### src/rtl/rcs_pkg.sv
package rcs_pkg;
  localparam int unsigned REG_W = 32;
  localparam logic [REG_W-1:0] MASK_DEF  = 32'hF800_0000;
  localparam logic [REG_W-1:0] MASK_W1C  = 32'h9800_0000;
  localparam logic [REG_W-1:0] MASK_SET  = 32'h6000_0000;
  localparam logic [REG_W-1:0] FLAG_PWR  = 32'h8000_0000;
  localparam int unsigned BIT_SPWR = 30;
  localparam int unsigned BIT_SXIR = 29;
  localparam int unsigned BIT_BPWR = 28;
  localparam int unsigned BIT_BXIR = 27;
endpackage

### src/rtl/rcs_decode.sv
module rcs_decode #(
  parameter int unsigned ADDR_W = 16,
  parameter logic [ADDR_W-1:0] BASE = '0
) (
  input  logic [ADDR_W-1:0] addr_i,
  output logic              hit_o
);
  logic slot_match;
  logic unused_lo;

  assign slot_match = (addr_i[ADDR_W-1:3] == BASE[ADDR_W-1:3]);
  assign hit_o      = slot_match & addr_i[2];
  assign unused_lo  = ^addr_i[1:0];
endmodule

### src/rtl/rcs_sat_cnt.sv
module rcs_sat_cnt #(
  parameter int unsigned CNT_W = 4
) (
  input  logic clk,
  input  logic por_n,
  input  logic inc_i,
  input  logic clr_i,
  output logic zero_o
);
  localparam logic [CNT_W-1:0] CNT_MAX = {CNT_W{1'b1}};

  logic [CNT_W-1:0] cnt_q, cnt_d;
  logic             cnt_en;

  always_comb begin
    cnt_d  = cnt_q;
    cnt_en = 1'b0;
    if (inc_i) begin
      cnt_en = 1'b1;
      if (cnt_q != CNT_MAX) cnt_d = cnt_q + 1'b1;
    end else if (clr_i) begin
      cnt_en = 1'b1;
      cnt_d  = '0;
    end
  end

  always_ff @(posedge clk or negedge por_n) begin
    if (!por_n)      cnt_q <= '0;
    else if (cnt_en) cnt_q <= cnt_d;
  end

  assign zero_o = (cnt_q == '0);
endmodule

### src/rtl/rcs_pulse.sv
module rcs_pulse (
  input  logic clk,
  input  logic por_n,
  input  logic fire_i,
  output logic pulse_o
);
  logic pulse_q;

  always_ff @(posedge clk or negedge por_n) begin
    if (!por_n) pulse_q <= 1'b0;
    else        pulse_q <= fire_i;
  end

  assign pulse_o = pulse_q;
endmodule

### src/rtl/rst_ctl_status.sv
module rst_ctl_status
  import rcs_pkg::*;
#(
  parameter int unsigned ADDR_W = 16,
  parameter logic [ADDR_W-1:0] BASE_ADDR = 16'hF020,
  parameter int unsigned CNT_W = 4
) (
  input  logic              clk,
  input  logic              por_n,
  input  logic              rst_evt_i,
  input  logic              btn_por_evt_i,
  input  logic              btn_xir_evt_i,
  input  logic [ADDR_W-1:0] addr_i,
  input  logic              wr_en_i,
  input  logic [31:0]       wdata_i,
  output logic [31:0]       rdata_o,
  output logic              sys_rst_req_o
);
  logic             hit;
  logic             wr_hit;
  logic             wr_live;
  logic [REG_W-1:0] wmask;
  logic [REG_W-1:0] csr_q, csr_d;
  logic             csr_en;
  logic             cnt_zero;
  logic             req_fire;
  logic             cnt_clr;

  rcs_decode #(.ADDR_W(ADDR_W), .BASE(BASE_ADDR)) u_dec (
    .addr_i (addr_i),
    .hit_o  (hit)
  );

  assign wr_hit   = wr_en_i & hit;
  assign wr_live  = wr_hit & ~rst_evt_i;
  assign wmask    = wdata_i & MASK_DEF;
  assign req_fire = wr_live & (wmask[BIT_SPWR] | wmask[BIT_SXIR]);
  assign cnt_clr  = wr_live & wmask[BIT_SPWR];

  rcs_sat_cnt #(.CNT_W(CNT_W)) u_cnt (
    .clk    (clk),
    .por_n  (por_n),
    .inc_i  (rst_evt_i),
    .clr_i  (cnt_clr),
    .zero_o (cnt_zero)
  );

  rcs_pulse u_req (
    .clk     (clk),
    .por_n   (por_n),
    .fire_i  (req_fire),
    .pulse_o (sys_rst_req_o)
  );

  always_comb begin
    csr_d = csr_q;
    if (rst_evt_i) begin
      if (cnt_zero) csr_d = FLAG_PWR;
    end else if (wr_hit) begin
      csr_d = (csr_q & ~(wmask & MASK_W1C)) | (wmask & MASK_SET);
    end
    if (btn_por_evt_i) csr_d[BIT_BPWR] = 1'b1;
    if (btn_xir_evt_i) csr_d[BIT_BXIR] = 1'b1;
    csr_en = rst_evt_i | wr_hit | btn_por_evt_i | btn_xir_evt_i;
  end

  always_ff @(posedge clk or negedge por_n) begin
    if (!por_n)      csr_q <= FLAG_PWR;
    else if (csr_en) csr_q <= csr_d & MASK_DEF;
  end

  assign rdata_o = hit ? csr_q : '0;
endmodule

### config.mk
export PLATFORM = sky130hd
export DESIGN_NAME = rst_ctl_status
export DESIGN_NICKNAME = d
export VERILOG_FILES = /design/src/rtl/rcs_pkg.sv /design/src/rtl/rcs_decode.sv /design/src/rtl/rcs_sat_cnt.sv /design/src/rtl/rcs_pulse.sv /design/src/rtl/rst_ctl_status.sv
export SDC_FILE = /design/constraint.sdc
export NUM_CORES = 1
export LEC_CHECK = 0
export ABC_AREA = 1
export BUFFER_PORTS_ARGS = -buffer_cell sky130_fd_sc_hd__buf_2
export CAP_MARGIN = 20
export CORE_MARGIN = 3
export CORE_UTILIZATION = 30
export CTS_CLUSTER_DIAMETER = 120
export DETAILED_ROUTE_END_ITERATION = 7
export HOLD_SLACK_MARGIN = 0.05
export MAX_ROUTING_LAYER = met4
export PLACE_DENSITY = 0.69
export SETUP_SLACK_MARGIN = 0.1
export SLEW_MARGIN = 20
export SYNTH_ARGS = -nofsm -noshare
export SYNTH_HDL_FRONTEND = slang
export SYNTH_SLANG_ARGS = --single-unit
### constraint.sdc
create_clock -name clk -period 2.01 [get_ports clk]
set_input_delay 0.402 -clock clk [delete_from_list [all_inputs] [get_ports clk]]
set_output_delay 0.402 -clock clk [all_outputs]
set_load 0.005 [all_outputs]
# Word-level counts from Yosys, hierarchy flattened
# Cells that the tools add are included.
# totals
ff_bits	10
input_bits	54
out_inout_bits	33
word_cells	45
# op_classes
addsub	1
n_eq_ne	6
n_mux	11
n_bitwise	13
n_reduce_logical	9
# ops
cell	count
two-way mux 32 bit	4
AND 32 bit	1
NOT 32 bit	1
OR 32 x 31 -> 32 bit	1
equality test 13 bit, second input constant	1
two-way mux 4 bit	3
AND reduction 3 bit	4
inequality test 3 x 1 -> 1 bit, second input constant	2
nonzero test 3 bit	2
AND 1 bit	5
adder 4 x 1 -> 4 bit, second input constant	1
logical NOT 4 bit	1
two-way mux 1 bit	4
inequality test 2 x 1 -> 1 bit, second input constant	2
inequality test 4 bit, second input constant	1
OR 1 bit	4
nonzero test 2 bit	2
NOT 1 bit	1

# Longest topological paths before layout
# Gate-level depths: netlist (run 1).
# depth
word_depth	8
mapped_depth	8
depth_no_buf	8

# Cells and area by module
# Synthesis (run 1) repeated with hierarchy kept, for this count alone.
# hier_totals
cells_unflattened	124
hier_area_um2	878.3
# modules_own_cells
mod	n_inst	cells_per_inst	area_per_inst_um2	seq_area_each_um2
rst_ctl_status	1	77	550.5	126.4
rcs_sat_cnt	1	32	246.5	100.1
rcs_decode	1	14	56.3	0.0
rcs_pulse	1	1	25.0	25.0

# Worst setup path after synthesis (run 1)
# Ideal clock, no wire load.
# synth_path
path_type	input port to output port
from	input addr_i[10]
to	output rdata_o[27]
t_arrival_ns	1.002
t_required_ns	1.608
slack_ns	0.606
stages	4
path_buffers	0
path_cell_list	or2_4 nor2_4 nand2_1 nor2_1
# synth_between
elab_chain_cells	3
# synth_lines
item	line_no	rtl
from (decl)	rst_ctl_status.sv:13	input logic [ADDR_W-1:0] addr_i,
equality test 13 bit	rcs_decode.sv:11	assign slot_match = (addr_i[ADDR_W-1:3] == BASE[ADDR_W-1:3]);
AND 1 bit	rcs_decode.sv:12	assign hit_o = slot_match & addr_i[2];
two-way mux 32 bit	rst_ctl_status.sv:72	assign rdata_o = hit ? csr_q : '0;
to (decl)	rst_ctl_status.sv:16	output logic [31:0] rdata_o,
# No other way between the ends.

# Worst setup path after layout (run 1)
# layout_path
from	input addr_i[10]
to	output rdata_o[28]
# Same word-level chain as after synthesis.

==> metrics.txt, run 1 <==
# clock sinks 10; wire length per cell 8.70 µm; number of routed nets with antenna violations 0; Post-Synth Simple-Gate Area 0.319; startpoint types input port; Final Critical Period ~1.7 ns; Final Max Tran Viols 0; CTS tree yes; die area roughly 3600 µm²; CTS root buffer clkbuf_4; status finished clean; CTS Buf Count 3; Worst-Skew Late Latency 0.26 ns; design area between 900 and 1000 µm²; largest net degree at the start of global routing 11; I/O pin count 87; Worst VDD drop about 460 µV; DP HPWL about 1400 µm; pre-CTS setup slack 0.313 ns; core area ~2600 µm²; skew final approximately 0.0012 ns; row cnt 18; initial DRC count 10; cells along the critical path buf_2, or2_4, nor2_4, nand2_1, nor2_1, buf_2; Die H approximately 60 µm; Design Power 594 µW; H-tree Lvls 1; Max-Cap Viols 0; vias per cell a little under 4; Distinct cells, synth 21; critical path type in -> out; Compound-Gate Fraction of Synth Area 0.0272; DRC Markers 0; final setup vio count 0; RSZ-0062 raised after global routing false; post_cts resized 0; vias in the first global route approximately 560; vias post-DR ~740; final hold violation count 0; Total Routing Usage GR 0.0891; number of setup buffers added after CTS 0; Post-synth ARST share 1.00; dominant cells by area after synthesis dfrtp_1, buf_4, inv_1, nor2_1, nand2_1; Area Overhead vs Synth 13.6%; CP bufs+invs 2; sequential share of the synthesized area 0.288; XOR/XNOR Fraction of Synth Area 0.0100; achievable frequency approximately 0.60 GHz; n_diodes 0; first-pass GRT wire length ~2300 µm; die width ~60 µm; fraction of layout cells with a size suffix above 1 0.266; gr ovfl total 0; EDFF count, synth 0; synthesized-area fraction occupied by adder cells 0.0287; final setup TNS 0 ns; synth cell count leaders buf_4, inv_1, nor2_1, nand2_1, nand3_1; CP peak stage delay 0.25 ns; IO buf count 30; Final WS setup 0.331 ns; antenna violations before repair 0; period utilization 0.835; top_reg_cell synth dfrtp_1; Mapped Cells 124; top-count cell post-synth buf_4; clk slew on worst S/H paths roughly 0.060 ns; CP max-delay cell or2_4; synthesized area per cell roughly 7 µm²; Data arrival, critical path 1.28 ns; Mapped Area slightly below 900 µm²; Synth area leader dfrtp_1; Routed WL 1640 µm; gp weighted congestion between 0.8 and 0.9; drt first pass iters 4; Syn. warnings 0; Placement Cell Area around 960 µm²; Initial Util 0.334; top cell type's share of synthesized area 0.258; CP dominant cell by count buf_2; PD cells 598 nW/µm²; Hold Path Class in -> reg; P_leak roughly 0.6 nW; crit-path leading delay family simple AND/OR/NAND/NOR gates; Worst Setup End Kind primary output; critical path required time roughly 1.6 ns; CTS Buffer Depth 2; main combinational cell family by area after synthesis buffers and inverters; mux contribution to synthesized area 0; Max Fanout on Critical Path 5; post-synthesis register bit count 10; # fillers 305; Nets about 220
[layout make-up]
| cell class | instances | area [µm²] | share of cell area |
|---|---|---|---|
| Multi-Input combinational cell | 92 | 438 | 0.441 |
| Sequential cell | 10 | 251 | 0.253 |
| Timing Repair Buffer | 31 | 160 | 0.161 |
| Inverter | 21 | 78.8 | 0.0794 |
| Tap cell | 30 | 37.5 | 0.0378 |
| Clock buffer | 4 | 26.3 | 0.0265 |
[metrics by stage]
step                      cells  hold slack, ns   util
after floorplan             150           0.106      -
after global routing        188           0.344  0.380
final                       188           0.341  0.380
after global placement      183           0.273  0.366
after detailed placement    183           0.275  0.366
after CTS                   188           0.342  0.380
[routing by layer]
metal | global-route usage | part of all wire | routed length (µm)
met1 | 0.101 | 0.40 | 652
met2 | 0.145 | 0.51 | 829
met3 | 0.0454 | 0.094 | 153
met4 | 0.00949 | 0 | 0
met5 | - | 0 | 0
[sequential cells by signal, summed over array words and instances (netlist names)]
signal         flops
u_req.pulse_o      1
csr_q              5
u_cnt.cnt_q        4
[timing repair]
item                                   in CTS  in global routing
setup endpoints to repair                   0                  0
endpoints found under the hold margin       9                  0
hold buffers                                1                  0
[placed cells by master (no fill, tap or decap), types with 3 or more instances in the layout]
cell | Yosys | final
clkbuf_4 | 0 | 3
conb_1 | 1 | 27
inv_1 | 21 | 21
dfrtp_1 | 9 | 9
nand3_1 | 10 | 10
buf_2 | 0 | 30
nand4_1 | 5 | 5
nand2_1 | 17 | 17
nor2_1 | 18 | 18
[final timing paths]
path                                 from  depth (start not counted)              to  slack, ns
max in group asynchronous           por_n                          2       csr_q[31]       1.23
max                            addr_i[10]                          6     rdata_o[28]       0.33
min in group asynchronous           por_n                          2   u_req.pulse_o       0.53
min                         btn_xir_evt_i                          3       csr_q[27]       0.34
max reg2reg                u_cnt.cnt_q[0]                          6  u_cnt.cnt_q[1]       0.80
min reg2reg                     csr_q[31]                          2       csr_q[31]       0.50
[worst reg2reg max path, cell delays in order (launching register included)]
cell and delay [ns]:
dfrtp_1 0.40, ha_1 0.18, nand2_1 0.08, o21ai_2 0.24, inv_1 0.09, nand2_1 0.07
nand2_1 0.05
[power by group]
group          switching, mW  internal [mW]
sequential            0.0354          0.242
clock                 0.0668         0.0766
combinational         0.0977         0.0752
total                  0.200          0.394
[logic make-up after synthesis]
logic type,count (synthesis)
DFF,10
and+or+nand+nor,58
adders and majority gates,2
AOI/OAI and AO/OA,4
xor gates and xnor gates,1
other,1
buffers and inverters,48
No activity file was read; power rests on OpenSTA's default activity.
==> run 2, diff against run 1 <==
--- a/config.mk
+++ b/config.mk
@@ -5,7 +5,7 @@
 export SDC_FILE = /design/constraint.sdc
 export NUM_CORES = 1
 export LEC_CHECK = 0
-export ABC_AREA = 1
+export ABC_AREA = 0
 export BUFFER_PORTS_ARGS = -buffer_cell sky130_fd_sc_hd__buf_2
 export CAP_MARGIN = 20
 export CORE_MARGIN = 3
@@ -14,7 +14,7 @@
 export DETAILED_ROUTE_END_ITERATION = 7
 export HOLD_SLACK_MARGIN = 0.05
 export MAX_ROUTING_LAYER = met4
-export PLACE_DENSITY = 0.69
+export PLACE_DENSITY = 0.72
 export SETUP_SLACK_MARGIN = 0.1
 export SLEW_MARGIN = 20
 export SYNTH_ARGS = -nofsm -noshare
==> constraint.sdc (replaced) <==
create_clock -name clk -period 1.6 [get_ports clk]
set_input_delay 0.32 -clock clk [delete_from_list [all_inputs] [get_ports clk]]
set_output_delay 0.32 -clock clk [all_outputs]
set_load 0.005 [all_outputs]
==> metrics.txt, run 2 <==
status complete, but fails checks; failing checks setup timing; P_leak 0.542 nW (-12%); Max Fanout on Critical Path 5 (unchanged); Area Overhead vs Synth 31.1%; most frequent cells in the layout conb_1, buf_2, dfrtp_1; Synth area leader dfrtp_1; critical path type in -> out; Distinct cells, synth 30 (+43%); EDFF count, synth 0 (unchanged); DRC Markers 0 (unchanged); fraction of layout cells with a size suffix above 1 0.448 (+0.182); gp weighted congestion 0.769 (-9.4%); dpl cells 147 (-20%); achievable frequency 0.554 GHz; DP HPWL 1340 µm (-5.4%); wire length per cell 10.5 µm (+21%); critical path required time 1.28 ns (-0.33 ns); PD cells 849 nW/µm² (+42%); post-synthesis register bit count 10 (unchanged); Worst Setup End Kind primary output; Post-synth ARST share 1.00 (unchanged); Final Util 0.418 (+0.0381); drt first pass iters 4 (unchanged); top_reg_cell synth dfrtp_1; top cell type's share of synthesized area 0.283 (+0.0247); n_diodes 0 (unchanged); Die H 57.5 µm (-4.0%); cells along the critical path buf_6, or4b_4, nor3_2, buf_4, and2_4, buf_6; # fillers 245 (-20%); most flop-heavy register csr_q; startpoint types input port; multi-input logic area 462 µm² (+5.4%); Final Critical Period 1.81 ns; first-pass GRT wire length 2560 µm (+12%); Final Max Tran Viols 0 (unchanged); sequential share of the synthesized area 0.316 (+0.0276); Final WS setup -0.206 ns (-0.537 ns); gr ovfl total 0 (unchanged); final hold violation count 0 (unchanged); final setup TNS -1.00 ns (-1.00 ns); dominant cells by area after synthesis dfrtp_1, buf_4, and2_1, or4b_4, dfstp_2; Mapped Area 797 µm² (-8.7%); Total Routing Usage GR 0.106 (+0.0165); core area 2500 µm² (-4.3%); largest net degree at the start of global routing 11 (unchanged); Mapped Cells 85 (-31%); CP max-delay cell or4b_4; Syn. warnings 0 (unchanged); vias in the first global route 627 (+11%); CP peak stage delay 0.56 ns (+0.31 ns); final setup vio count 5 (+5); I/O pin count 87 (unchanged); CTS Buf Count 3 (unchanged); Nets 182 (-15%); synth cell count leaders buf_4, dfrtp_1, nand2_1, and2_1, nand3_1; Initial Util 0.319 (-0.0155); number of routed nets with antenna violations 0 (unchanged); Worst-Skew Late Latency 0.27 ns (about the same); # clock sinks 10 (unchanged); skew final 0.000311 ns (-0.000905 ns); CP dominant cell by count buf_6; synthesized area per cell 9.38 µm² (+33%); CTS root buffer clkbuf_4; CTS tree yes; Routed WL 1630 µm (about the same); initial DRC count 6 (-4); Hold Path Class in -> reg; antenna violations before repair 0 (unchanged); clk slew on worst S/H paths 0.06 ns (about the same); CTS Buffer Depth 2 (unchanged); Register Area 251 µm² (unchanged); H-tree Lvls 1 (unchanged); Worst VDD drop 345 µV (-25%); vias post-DR 643 (-13%); Data arrival, critical path 1.49 ns (+0.21 ns); max reg flops 5 (unchanged); vias per cell 4.15 (+6.1%); top-count cell post-synth buf_4; Max-Cap Viols 0 (unchanged); period utilization 1.13; RSZ-0062 raised after global routing true; row cnt 18 (unchanged); die width 57.5 µm (-4.0%); commonest non-fill, non-tap cell in the layout conb_1; IO buf count 30 (unchanged); Post-Layout Cell Count 155 (-18%); die area 3310 µm² (-7.9%)
-- run 2: cell types whose count changed in the layout (fill, tap and decap cells not counted), sizes merged, moves of 6 or more --
cell	delta
and2	+6
buf	+7
inv	-19
nand2	-10
nand3	-8
nand4	-6
nor2	-19
-- run 2: path summary, 6_finish.rpt --
path | startpoint | endpoint | slack (ns) | cells after the start
worst max-delay path | addr_i[10] | rdata_o[30] | -0.21 | 6
worst min-delay path | wdata_i[31] | csr_q[31] | 0.18 | 2
worst max register to register | u_cnt.cnt_q[1] | csr_q[28] | 0.18 | 4
worst min register to register | csr_q[29] | csr_q[29] | 0.49 | 2
max in group asynchronous | por_n | csr_q[31] | 0.91 | 2
min in group asynchronous | por_n | csr_q[29] | 0.44 | 2
-- run 2: per-stage QoR --
step / hold WS, ns / worst slack, ns / area, µm² / total power [mW]
after detailed placement: 0.189 / -0.265 / 898 / 0.608
after CTS: 0.181 / -0.222 / 1000 / 0.880
after global placement: 0.187 / -0.273 / 898 / 0.587
after global routing: 0.188 / -0.245 / 1040 / 0.957
after floorplan: 0.0244 / -0.0492 / 895 / 0.576
final: 0.183 / -0.206 / 1040 / 0.887
-- run 2: final cells by class --
type,count,area share
clock buffers,4,0.0347
inverters,2,0.00719
multi-input cells,71,0.442
flip-flops and latches,10,0.241
well taps,30,0.0359
repair buffers,38,0.240
-- run 2: cells by family after synthesis --
logic type                 Yosys count  synth area share
DFF                                 10             0.316
buffers and inverters               30             0.278
and+or+nand+nor                     28             0.248
adders and majority gates            2            0.0314
other                                1           0.00471
AOI/OAI and AO/OA                   12             0.100
xor gates and xnor gates             2            0.0220
-- run 2: what timing repair did --
action | 4_1_cts | 5_1_grt
gates cloned | 0 | 0
setup endpoints to repair | 10 | 11
buffers inserted | 3 | 0
gates resized for setup | 8 | 7
pin swaps | 11 | 5
endpoints found under the hold margin | 9 | 0
hold buffers | 1 | 0
-- run 2: worst max-delay path: cells and delay by family --
kind,cells,cell delay (ns)
and+or+nand+nor,3,0.85
buffers and inverters,3,0.32
-- run 2: routing by layer --
layer  part of all wire  up-vias  routed length, µm  track usage
li1                   -      317                  -            -
met1               0.35      291                576        0.103
met2               0.52       32                848        0.184
met3               0.11        3                181       0.0317
met4              0.017        0                 28       0.0596
met5                  0        -                  0            -
-- run 2: report_power, final --
| group | internal, mW | switching, mW |
|---|---|---|
| Clock | 0.138 | 0.0903 |
| Sequential | 0.310 | 0.0630 |
| Combinational | 0.154 | 0.131 |
| Total | 0.603 | 0.284 |
